==> src/rtl/dcs_pkg.sv <==
package dcs_pkg;
  localparam int SRC_N = 3;
  localparam int SEL_W = 2;
  localparam logic [SEL_W-1:0] SEL_OFF = 2'd3;

  typedef enum logic [1:0] {
    ST_OFF   = 2'd0,
    ST_DRAIN = 2'd1,
    ST_ARM   = 2'd2,
    ST_RUN   = 2'd3
  } sw_state_t;
endpackage

==> src/rtl/dcs_edge_sync.sv <==
module dcs_edge_sync #(
  parameter int STAGES = 2
) (
  input  logic clk,
  input  logic rst,
  input  logic async_i,
  output logic edge_o
);
  logic [STAGES-1:0] sh_q;
  logic              prev_q;

  always_ff @(posedge clk) begin
    if (rst) begin
      sh_q   <= '0;
      prev_q <= 1'b0;
    end else begin
      sh_q   <= {sh_q[STAGES-2:0], async_i};
      prev_q <= sh_q[STAGES-1];
    end
  end

  // any change of the synchronised level counts as one source edge
  assign edge_o = sh_q[STAGES-1] ^ prev_q;
endmodule

==> src/rtl/dcs_ratio_div.sv <==
module dcs_ratio_div #(
  parameter int DIV_W = 5
) (
  input  logic             clk,
  input  logic             rst,
  input  logic             edge_i,
  input  logic [DIV_W-1:0] field_i,
  output logic             lvl_o
);
  localparam int RW = DIV_W + 1;
  localparam logic [RW-1:0] ONE = RW'(1);

  logic [RW-1:0] ecnt_q;
  logic [RW-1:0] ratio_q;
  logic          phase_q;

  // level toggles every ratio_q source edges; new ratio loads at period start
  always_ff @(posedge clk) begin
    if (rst) begin
      ecnt_q  <= '0;
      ratio_q <= ONE;
      phase_q <= 1'b0;
    end else if (edge_i) begin
      if (ecnt_q == ratio_q - ONE) begin
        ecnt_q  <= '0;
        phase_q <= ~phase_q;
        if (!phase_q) ratio_q <= {1'b0, field_i} + ONE;
      end else begin
        ecnt_q <= ecnt_q + ONE;
      end
    end
  end

  assign lvl_o = phase_q;

  // the active ratio changes only together with a rising output level
  a_r8_ratio_at_boundary: assert property (@(posedge clk) disable iff (rst)
    !$stable(ratio_q) |-> $rose(phase_q));

  // the active ratio is never zero
  a_r3_ratio_nonzero: assert property (@(posedge clk) disable iff (rst)
    ratio_q != '0);
endmodule

==> src/rtl/dcs_regs.sv <==
module dcs_regs
  import dcs_pkg::*;
#(
  parameter int DIV_W  = 5,
  parameter int ADDR_W = 3
) (
  input  logic                   clk,
  input  logic                   rst,
  input  logic                   wr_en,
  input  logic [ADDR_W-1:0]      wr_addr,
  input  logic [DIV_W-1:0]       wr_data,
  input  logic [ADDR_W-1:0]      rd_addr,
  input  logic [SRC_N-1:0]       running_i,
  output logic [DIV_W-1:0]       rd_data,
  output logic [SEL_W-1:0]       sel_o,
  output logic [SRC_N*DIV_W-1:0] div_o
);
  localparam logic [ADDR_W-1:0] A_SEL  = ADDR_W'(0);
  localparam logic [ADDR_W-1:0] A_STAT = ADDR_W'(SRC_N + 1);

  logic [SEL_W-1:0] sel_q;

  always_ff @(posedge clk) begin
    if (rst) sel_q <= SEL_OFF;
    else if (wr_en && wr_addr == A_SEL) sel_q <= wr_data[SEL_W-1:0];
  end
  assign sel_o = sel_q;

  for (genvar i = 0; i < SRC_N; i++) begin : g_div
    logic [DIV_W-1:0] q;
    always_ff @(posedge clk) begin
      if (rst) q <= '0;
      else if (wr_en && wr_addr == ADDR_W'(i + 1)) q <= wr_data;
    end
    assign div_o[i*DIV_W +: DIV_W] = q;
  end

  always_ff @(posedge clk) begin
    if (rst) begin
      rd_data <= '0;
    end else begin
      rd_data <= '0;
      if (rd_addr == A_SEL) begin
        rd_data[SEL_W-1:0] <= sel_q;
      end else if (rd_addr == A_STAT) begin
        rd_data[SRC_N-1:0] <= running_i;
      end else begin
        for (int k = 0; k < SRC_N; k++)
          if (rd_addr == ADDR_W'(k + 1)) rd_data <= div_o[k*DIV_W +: DIV_W];
      end
    end
  end
endmodule

==> src/rtl/dcs_switch.sv <==
module dcs_switch
  import dcs_pkg::*;
(
  input  logic             clk,
  input  logic             rst,
  input  logic [SEL_W-1:0] sel_i,
  input  logic [SRC_N-1:0] lvl_i,
  output logic             clk_out,
  output logic [SRC_N-1:0] running
);
  sw_state_t        st_q;
  logic [SEL_W-1:0] cur_q;
  logic             out_q;
  logic [SRC_N-1:0] run_q;
  logic             cur_lvl;
  logic [SRC_N-1:0] cur_hot;

  assign cur_lvl = lvl_i[cur_q];
  assign cur_hot = SRC_N'(1) << cur_q;

  always_ff @(posedge clk) begin
    if (rst) begin
      st_q  <= ST_OFF;
      cur_q <= '0;
      out_q <= 1'b0;
      run_q <= '0;
    end else begin
      case (st_q)
        ST_OFF: begin
          out_q <= 1'b0;
          run_q <= '0;
          if (sel_i != SEL_OFF) begin
            cur_q <= sel_i;
            st_q  <= ST_ARM;
          end
        end
        ST_ARM: begin
          out_q <= 1'b0;
          run_q <= '0;
          if (sel_i == SEL_OFF)  st_q  <= ST_OFF;
          else if (sel_i != cur_q) cur_q <= sel_i;
          else if (!cur_lvl)     st_q  <= ST_RUN;
        end
        ST_RUN: begin
          if (sel_i != cur_q) begin
            run_q <= '0;
            if (cur_lvl) begin
              out_q <= 1'b1;
              st_q  <= ST_DRAIN;
            end else begin
              out_q <= 1'b0;
              if (sel_i == SEL_OFF) st_q <= ST_OFF;
              else begin
                cur_q <= sel_i;
                st_q  <= ST_ARM;
              end
            end
          end else begin
            out_q <= cur_lvl;
            run_q <= (run_q != '0 || cur_lvl) ? cur_hot : '0;
          end
        end
        default: begin
          run_q <= '0;
          if (cur_lvl) begin
            out_q <= 1'b1;
          end else begin
            out_q <= 1'b0;
            if (sel_i == SEL_OFF) st_q <= ST_OFF;
            else begin
              cur_q <= sel_i;
              st_q  <= ST_ARM;
            end
          end
        end
      endcase
    end
  end

  assign clk_out = out_q;
  assign running = run_q;

  // the output can only rise while a source is fully armed and running
  a_r9_rise_only_in_run: assert property (@(posedge clk) disable iff (rst)
    $rose(out_q) |-> $past(st_q) == ST_RUN);

  // a running bit names the source held in the select field
  a_r5_running_matches_select: assert property (@(posedge clk) disable iff (rst)
    (run_q != '0) |-> run_q == (SRC_N'(1) << $past(sel_i)));

  // at most one source reported running
  a_r5_running_onehot: assert property (@(posedge clk) disable iff (rst)
    $onehot0(run_q));
endmodule

==> src/rtl/divclk_selector.sv <==
module divclk_selector
  import dcs_pkg::*;
#(
  parameter int DIV_W       = 5,
  parameter int ADDR_W      = 3,
  parameter int SYNC_STAGES = 2
) (
  input  logic              clk,
  input  logic              rst,
  input  logic [SRC_N-1:0]  src_clk,
  input  logic              wr_en,
  input  logic [ADDR_W-1:0] wr_addr,
  input  logic [DIV_W-1:0]  wr_data,
  input  logic [ADDR_W-1:0] rd_addr,
  output logic [DIV_W-1:0]  rd_data,
  output logic              clk_out,
  output logic [SRC_N-1:0]  running
);
  logic [SEL_W-1:0]       sel;
  logic [SRC_N*DIV_W-1:0] div_f;
  logic [SRC_N-1:0]       src_edge;
  logic [SRC_N-1:0]       lvl;

  dcs_regs #(.DIV_W(DIV_W), .ADDR_W(ADDR_W)) u_regs (
    .clk(clk), .rst(rst), .wr_en(wr_en), .wr_addr(wr_addr), .wr_data(wr_data),
    .rd_addr(rd_addr), .running_i(running), .rd_data(rd_data),
    .sel_o(sel), .div_o(div_f)
  );

  for (genvar i = 0; i < SRC_N; i++) begin : g_src
    dcs_edge_sync #(.STAGES(SYNC_STAGES)) u_sync (
      .clk(clk), .rst(rst), .async_i(src_clk[i]), .edge_o(src_edge[i])
    );
    dcs_ratio_div #(.DIV_W(DIV_W)) u_div (
      .clk(clk), .rst(rst), .edge_i(src_edge[i]),
      .field_i(div_f[i*DIV_W +: DIV_W]), .lvl_o(lvl[i])
    );
  end

  dcs_switch u_sw (
    .clk(clk), .rst(rst), .sel_i(sel), .lvl_i(lvl),
    .clk_out(clk_out), .running(running)
  );
endmodule

==> config.mk <==
export PLATFORM = sky130hd
export DESIGN_NAME = divclk_selector
export DESIGN_NICKNAME = d
export VERILOG_FILES = /design/src/rtl/dcs_pkg.sv /design/src/rtl/dcs_edge_sync.sv /design/src/rtl/dcs_ratio_div.sv /design/src/rtl/dcs_regs.sv /design/src/rtl/dcs_switch.sv /design/src/rtl/divclk_selector.sv
export SDC_FILE = /design/constraint.sdc
export NUM_CORES = 1
export LEC_CHECK = 0
export ABC_AREA = 1
export CORE_ASPECT_RATIO = 0.5
export CORE_MARGIN = 4
export CORE_UTILIZATION = 53
export DETAILED_ROUTE_END_ITERATION = 12
export GPL_ROUTABILITY_DRIVEN = 0
export PLACE_DENSITY = 0.75
export SLEW_MARGIN = 20
export SYNTH_ARGS = -nofsm -noshare
export SYNTH_HDL_FRONTEND = slang
export SYNTH_SLANG_ARGS = --single-unit
export TNS_END_PERCENT = 100
==> constraint.sdc <==
create_clock -name clk -period 1.7 [get_ports clk]
set_input_delay 0.34 -clock clk [delete_from_list [all_inputs] [get_ports clk]]
set_output_delay 0.34 -clock clk [all_outputs]
set_load 0.03 [all_outputs]
Word level (Yosys, flattened, before mapping). Cells that the tools add are included.

Register bits: 78. Bits of input ports: 17. Output and inout bits: 9. Logic and storage cells: 117.

Add/subtract/negate cells: 9. Magnitude comparators: 1. Equality and inequality tests: 22. Shift operators: 1. Multiplexer cells: 29. Bitwise logic cells: 8. Reduce and logical (&&, ||, !) cells: 21.

Operators with widths (number): $mux 2 (15); $add 5x1->6 const B (3); $add 6x1->6 const B (3); $eq 6x6->1 (3); $mux 6 (3); $sub 6x1->6 const B (3); $mux 5 (3); $eq 3x2->1 const B (4); $pmux 2 s3 (2); $reduce_and 3->1 (3); $eq 2x2->1 const B (3); $eq 3x1->1 const B (2); $logic_not 3->1 (2); $ne 2x1->1 const B (3); $ne 3x3->1 const B (2); $reduce_and 2->1 (3); $not 1->1 (5); $reduce_and 5->1 (1); $logic_and 1x1->1 (4); $ne 2x2->1 const B (2); $ne 4x4->1 const B (1); $reduce_and 4->1 (1); $reduce_or 2->1 (2); $reduce_or 4->1 (1); other kinds (13) (17).

Depth between registers and ports, before layout.
Word-level depth: 6. Mapped depth: 14. Mapped depth without buffers: 13.

By module. A second synthesis with hierarchy kept.

Cells, all modules: 692. Area, all modules: 4679.5 sq um.

By module, submodules not included: dcs_ratio_div (instances 3, cells each 149, area each 969.7 sq um); dcs_regs (instances 1, cells each 136, area each 1024.7 sq um); dcs_switch (instances 1, cells each 70, area each 452.9 sq um); dcs_edge_sync (instances 3, cells each 13, area each 97.6 sq um).

Worst setup path after synthesis. No wires, ideal clock.

Kind: reg2reg. Start point: register g_src[0].u_div.ratio_q[0]. End point: register g_src[0].u_div.ecnt_q[5]. Arrival time: 1.498 ns. Path slack: 0.088 ns. Cell stages (with the launch flop): 13. Buffers on the path: 0. Period minus slack after synthesis: 1.612 ns. Path through: dfxtp_1 inv_1 ha_1 nand2_1 inv_1 nor2_1 nand2_1 nor2_1 nand2_1 nor2_1 nand2_1 nand2_1 nor2_1.

Longest elaborated chain between the ends: 3.

Ends and longest elaborated chain: start: declaration (line dcs_ratio_div.sv:14) `logic [RW-1:0] ratio_q;`; start signal: assignment (line dcs_ratio_div.sv:27) `if (!phase_q) ratio_q <= {1'b0, field_i} + ONE;`; $sub 6x1->6 (line dcs_ratio_div.sv:24) `if (ecnt_q == ratio_q - ONE) begin`; $eq 6x6->1 (line dcs_ratio_div.sv:24); $mux 6 (line dcs_ratio_div.sv:24); end signal: assignment (line dcs_ratio_div.sv:29) `ecnt_q <= ecnt_q + ONE;`; end: declaration (line dcs_ratio_div.sv:13) `logic [RW-1:0] ecnt_q;`.

No other way between the ends. A chain may end at the register's enable or synchronous reset.

Worst setup path in the final report.
Start point: register g_src[0].u_div.ratio_q[0]. End point: register g_src[0].u_div.ratio_q[1].

Longest elaborated chain between the ends: 3.

Ends and longest elaborated chain (line): $sub 6x1->6 (dcs_ratio_div.sv:24); $eq 6x6->1 (dcs_ratio_div.sv:24); $reduce_and 3->1 (no line).

No other way between the ends.

==> summary.md <==
| Metric | Value |
|---|---|
| R2r worst-path depth | 12 |
| # fillers | between 600 and 700 |
| Yosys top cell area share | 38.6% |
| Slew HR | between 70% and 80% |
| Synth Instances | 619 |
| Final setup vio count | 3 |
| Finished Layout Cells | between 700 and 800 |
| Max Used Layer | met4 |
| Overall die height | about 70 µm |
| Commonest cells after routing, fill and taps aside | nand2_1 (145), nor2_1 (96), inv_1 (92) |
| Fin Setup TNS | -0.0190 ns |
| Clock root buffer | clkbuf_16 |
| Reg-to-reg endpoint | g_src[0].u_div.ratio_q[1]$_SDFFE_PP0P_ |
| Ant diodes | 0 |
| Worst Path Max Fanout | 4 |
| CTS Buf Count | 9 |
| Nets | 696 |
| GRT Residual Overflow | 0 |
| #FFs+latches synth | 78 |
| DR iter-0 viols | ~220 |
| Hold Crit Depth | 2 |
| Comb pwr share | 28.4% |
| Slew Viols, Final | 0 |
| PD cells | between 1000 and 1500 nW/µm² |
| Area of the multi-input gates | between 2000 and 2500 µm² |
| Mean Syn Cell Area | approximately 6.5 µm² |
| Vias/cell | between 5 and 6 |
| P_leak | 2.42 nW |
| Met1 WL | roughly 4.4 mm |
| Clock slew at reported path FFs | roughly 0.060 ns |
| Largest net degree at the start of global routing | 44 |
| ANT nets after route | 0 |
| Clock sink count | 78 |
| Tmin final | around 1.7 ns |
| Avg WL per Cell | 12.0 µm |
| CTS Buffer Depth | 2 |
| Met2 wire len | around 4.3 mm |
| Max capacitance violation total | 0 |
| Fraction of layout cells with a size suffix above 1 | between 10% and 20% |
| Die ar. | just over 9000 µm² |
| Hold Crit Class | flop to flop |
| Maximum VDD drop | ~0.7 mV |
| FF-to-FF Start | g_src[0].u_div.ratio_q[0]$_SDFFE_PP1P_ |
| Yosys synthesis warning count | 0 |
| CP Class | flop to flop |
| Design Power | around 5.6 mW |
| Sw power | ~1.8 mW |
| Post-synthesis sequential area ratio | slightly below 40% |
| Switching part of the total | about a third |
| Crit share post-route | 101% |
| Placement row count | 22 |
| Mapped Nets | roughly 650 |
| Post-Syn Area | around 4000 µm² |
| RSZ-0062 raised after global routing | yes |
| Status | finished, violations left |
| I/O Buffers | 25 |
| H-tree levels | 3 |
| Yosys top cell by area | dfxtp_1 |
| Clock share of power | between 30% and 40% |
| Drc violations | 0 |
| Worst-Skew Late Latency | between 0.3 and 0.4 ns |
| Hold Fails Final Rpt | 0 |
| Cell Int Power | 3.75 mW |
| Vias | 3,871 |
| Area contributors post-synth | dfxtp_1 (39%), nand2_1 (15%), inv_1 (9.5%) |
| Worst EP required | 1.97 ns |
| Initial core utilization | between 50 and 60% |
| CTS tree | yes |
| Routed WL | a little over 9 mm |
| Sequential Area | 1570 µm² |
| Antenna violations before repair | 0 |
| P&R area growth vs syn | 22.6% |
| Failing checks | negative setup slack |
| Placed Instances | about 750 |
| Sequential Power Share | 38.9% |
| Clk_skew | just under 0.006 ns |
| Top-level I/O count | 26 |
| Pre-Repair DR Iteration Count | 5 |
| First-pass GRT wire length | about 16 mm |
| Most common cell after layout, fill and taps aside | nand2_1 |
| CP endpoint kind | flop |
| Core area | 7380 µm² |
| Total GRT Usage | between 20% and 30% |
| Vias in the first global route | 3,630 |
| Highest clock rate | just under 600 MHz |
| Yosys cell types | 26 |
| Die W | about 130 µm |
| Worst Tran Pin Value | 0.339 ns |
| HP Start | g_src[1].u_sync.sh_q[0]$_SDFF_PP0_ |
| WL met3 | between 300 and 400 µm |
| Setup slack, reg-to-reg | -0.01 ns |
| HPWL after detailed placement | about 6.4 mm |
| Startpoint Class | flop |
| Worst Hold End | g_src[1].u_sync.sh_q[1]$_SDFF_PP0_ |
| Arr. time, crit path | 1.99 ns |
| Setup WS post-layout | -0.0139 ns |
[Yosys cell counts]
master,count
nand2_1,160
inv_1,102
nor2_1,102
dfxtp_1,78
nand3_1,40
o21ai_0,25
nor3_1,21
a21oi_1,17
nand4_1,16
xor2_1,15
xnor2_1,11
ha_1,9
clkbuf_1,4
a31oi_1,3
buf_1,2
buf_2,2
inv_2,2
xor2_2,2
a221oi_1,1
a22oi_1,1
a41oi_1,1
buf_4,1
clkinv_1,1
nand3_4,1
nor2_4,1
or2_2,1
[metrics by stage]
stage	utilization (%)	area (µm²)	hold slack [ns]	setup slack (ns)
6_report	67.2	4960	0.407	-0.0139
3_3_place_gp	61.7	4550	0.391	-0.0285
5_1_grt	67.2	4960	0.431	-0.136
3_5_place_dp	61.7	4550	0.400	-0.0582
2_1_floorplan	-	4050	0.388	0.0876
4_1_cts	65.9	4860	0.410	0.00356
[sequential cells by signal, indices dropped and copies added (netlist names)]
| name | cells |
|---|---|
| g_src.u_div.ecnt_q | 18 |
| g_src.u_div.ratio_q | 18 |
| u_regs.g_div.q | 15 |
| g_src.u_sync.sh_q | 6 |
| u_regs.rd_data | 5 |
| g_src.u_div.lvl_o | 3 |
| g_src.u_sync.prev_q | 3 |
| u_sw.running | 3 |
| u_regs.sel_o | 2 |
| u_sw.cur_q | 2 |
| u_sw.st_q | 2 |
| u_sw.clk_out | 1 |
[power by group through the flow]
| stage | logic (mW) | clock network [mW] | registers, mW |
|---|---|---|---|
| final | 1.58 | 1.82 | 2.16 |
| after global routing | 1.81 | 1.93 | 2.18 |
| after CTS | 1.45 | 1.84 | 2.15 |
| after detailed placement | 1.38 | 0 | 2.18 |
| after global placement | 1.35 | 0 | 2.17 |
| after floorplan | 1.01 | 0 | 2.16 |
[cells by family after synthesis]
family	after synthesis	share of synthesized area [%]
AO/OA/AOI/OAI	48	6.28
buffers and inverters	114	10.7
AND/OR/NAND/NOR	342	35.2
adder cells (fa/ha/maj)	9	2.78
XOR/XNOR	28	6.43
flip-flops	78	38.6
[layout make-up]
cell class | count | share of cell area [%]
clock buffers | 12 | 4.77
clock inverters | 2 | 0.706
inverters | 105 | 8.00
multi-input cells | 427 | 43.3
flip-flops and latches | 78 | 31.6
well taps | 96 | 2.42
repair buffers | 49 | 9.16
[layer usage]
layer,GRT usage (%),vias up
li1,-,2025
met1,25.4,1763
met2,34.6,63
met3,6.59,20
met4,7.57,0
met5,0,-
[how the worst max path moves through the flow]
stage,start,end,slack (ns),cells past startpoint
2_1_floorplan,g_src[0].u_div.ratio_q[0]$_SDFFE_PP1P_,g_src[0].u_div.ecnt_q[5]$_SDFFE_PP0P_,0.09,12
3_5_place_dp,wr_en,u_regs.g_div[0].q[0]$_SDFFE_PP0P_,-0.06,8
3_3_place_gp,wr_en,u_regs.g_div[1].q[3]$_SDFFE_PP0P_,-0.03,8
4_1_cts,u_sw.running[2]$_SDFF_PP0_,running[2],0.004,1
6_report,g_src[0].u_div.ratio_q[0]$_SDFFE_PP1P_,g_src[0].u_div.ratio_q[1]$_SDFFE_PP0P_,-0.01,12
5_1_grt,g_src[0].u_div.ratio_q[1]$_SDFFE_PP0P_,g_src[0].u_div.ratio_q[2]$_SDFFE_PP0P_,-0.14,12
[critical path, stage by stage (launching register included)]
cell and delay, ns:
dfxtp_2 0.32, inv_1 0.10, ha_4 0.22, nand2_2 0.07, inv_2 0.04, nor2_2 0.11, nand3_1 0.10, nor2_2 0.14
nand4_1 0.17, buf_2 0.20, nand2_1 0.07, nand2_1 0.04, nor2_1 0.07
[repair_timing]
| action | CTS | global route |
|---|---|---|
| resized for setup | 12 | 39 |
| buffers inserted | 0 | 0 |
| hold endpoints to repair | 0 | 0 |
| pin swaps | 7 | 16 |
| hold buffers | 0 | 0 |
| gates cloned | 1 | 1 |
| setup endpoints to repair | 16 | 39 |
(Power assumes the default switching activity.)
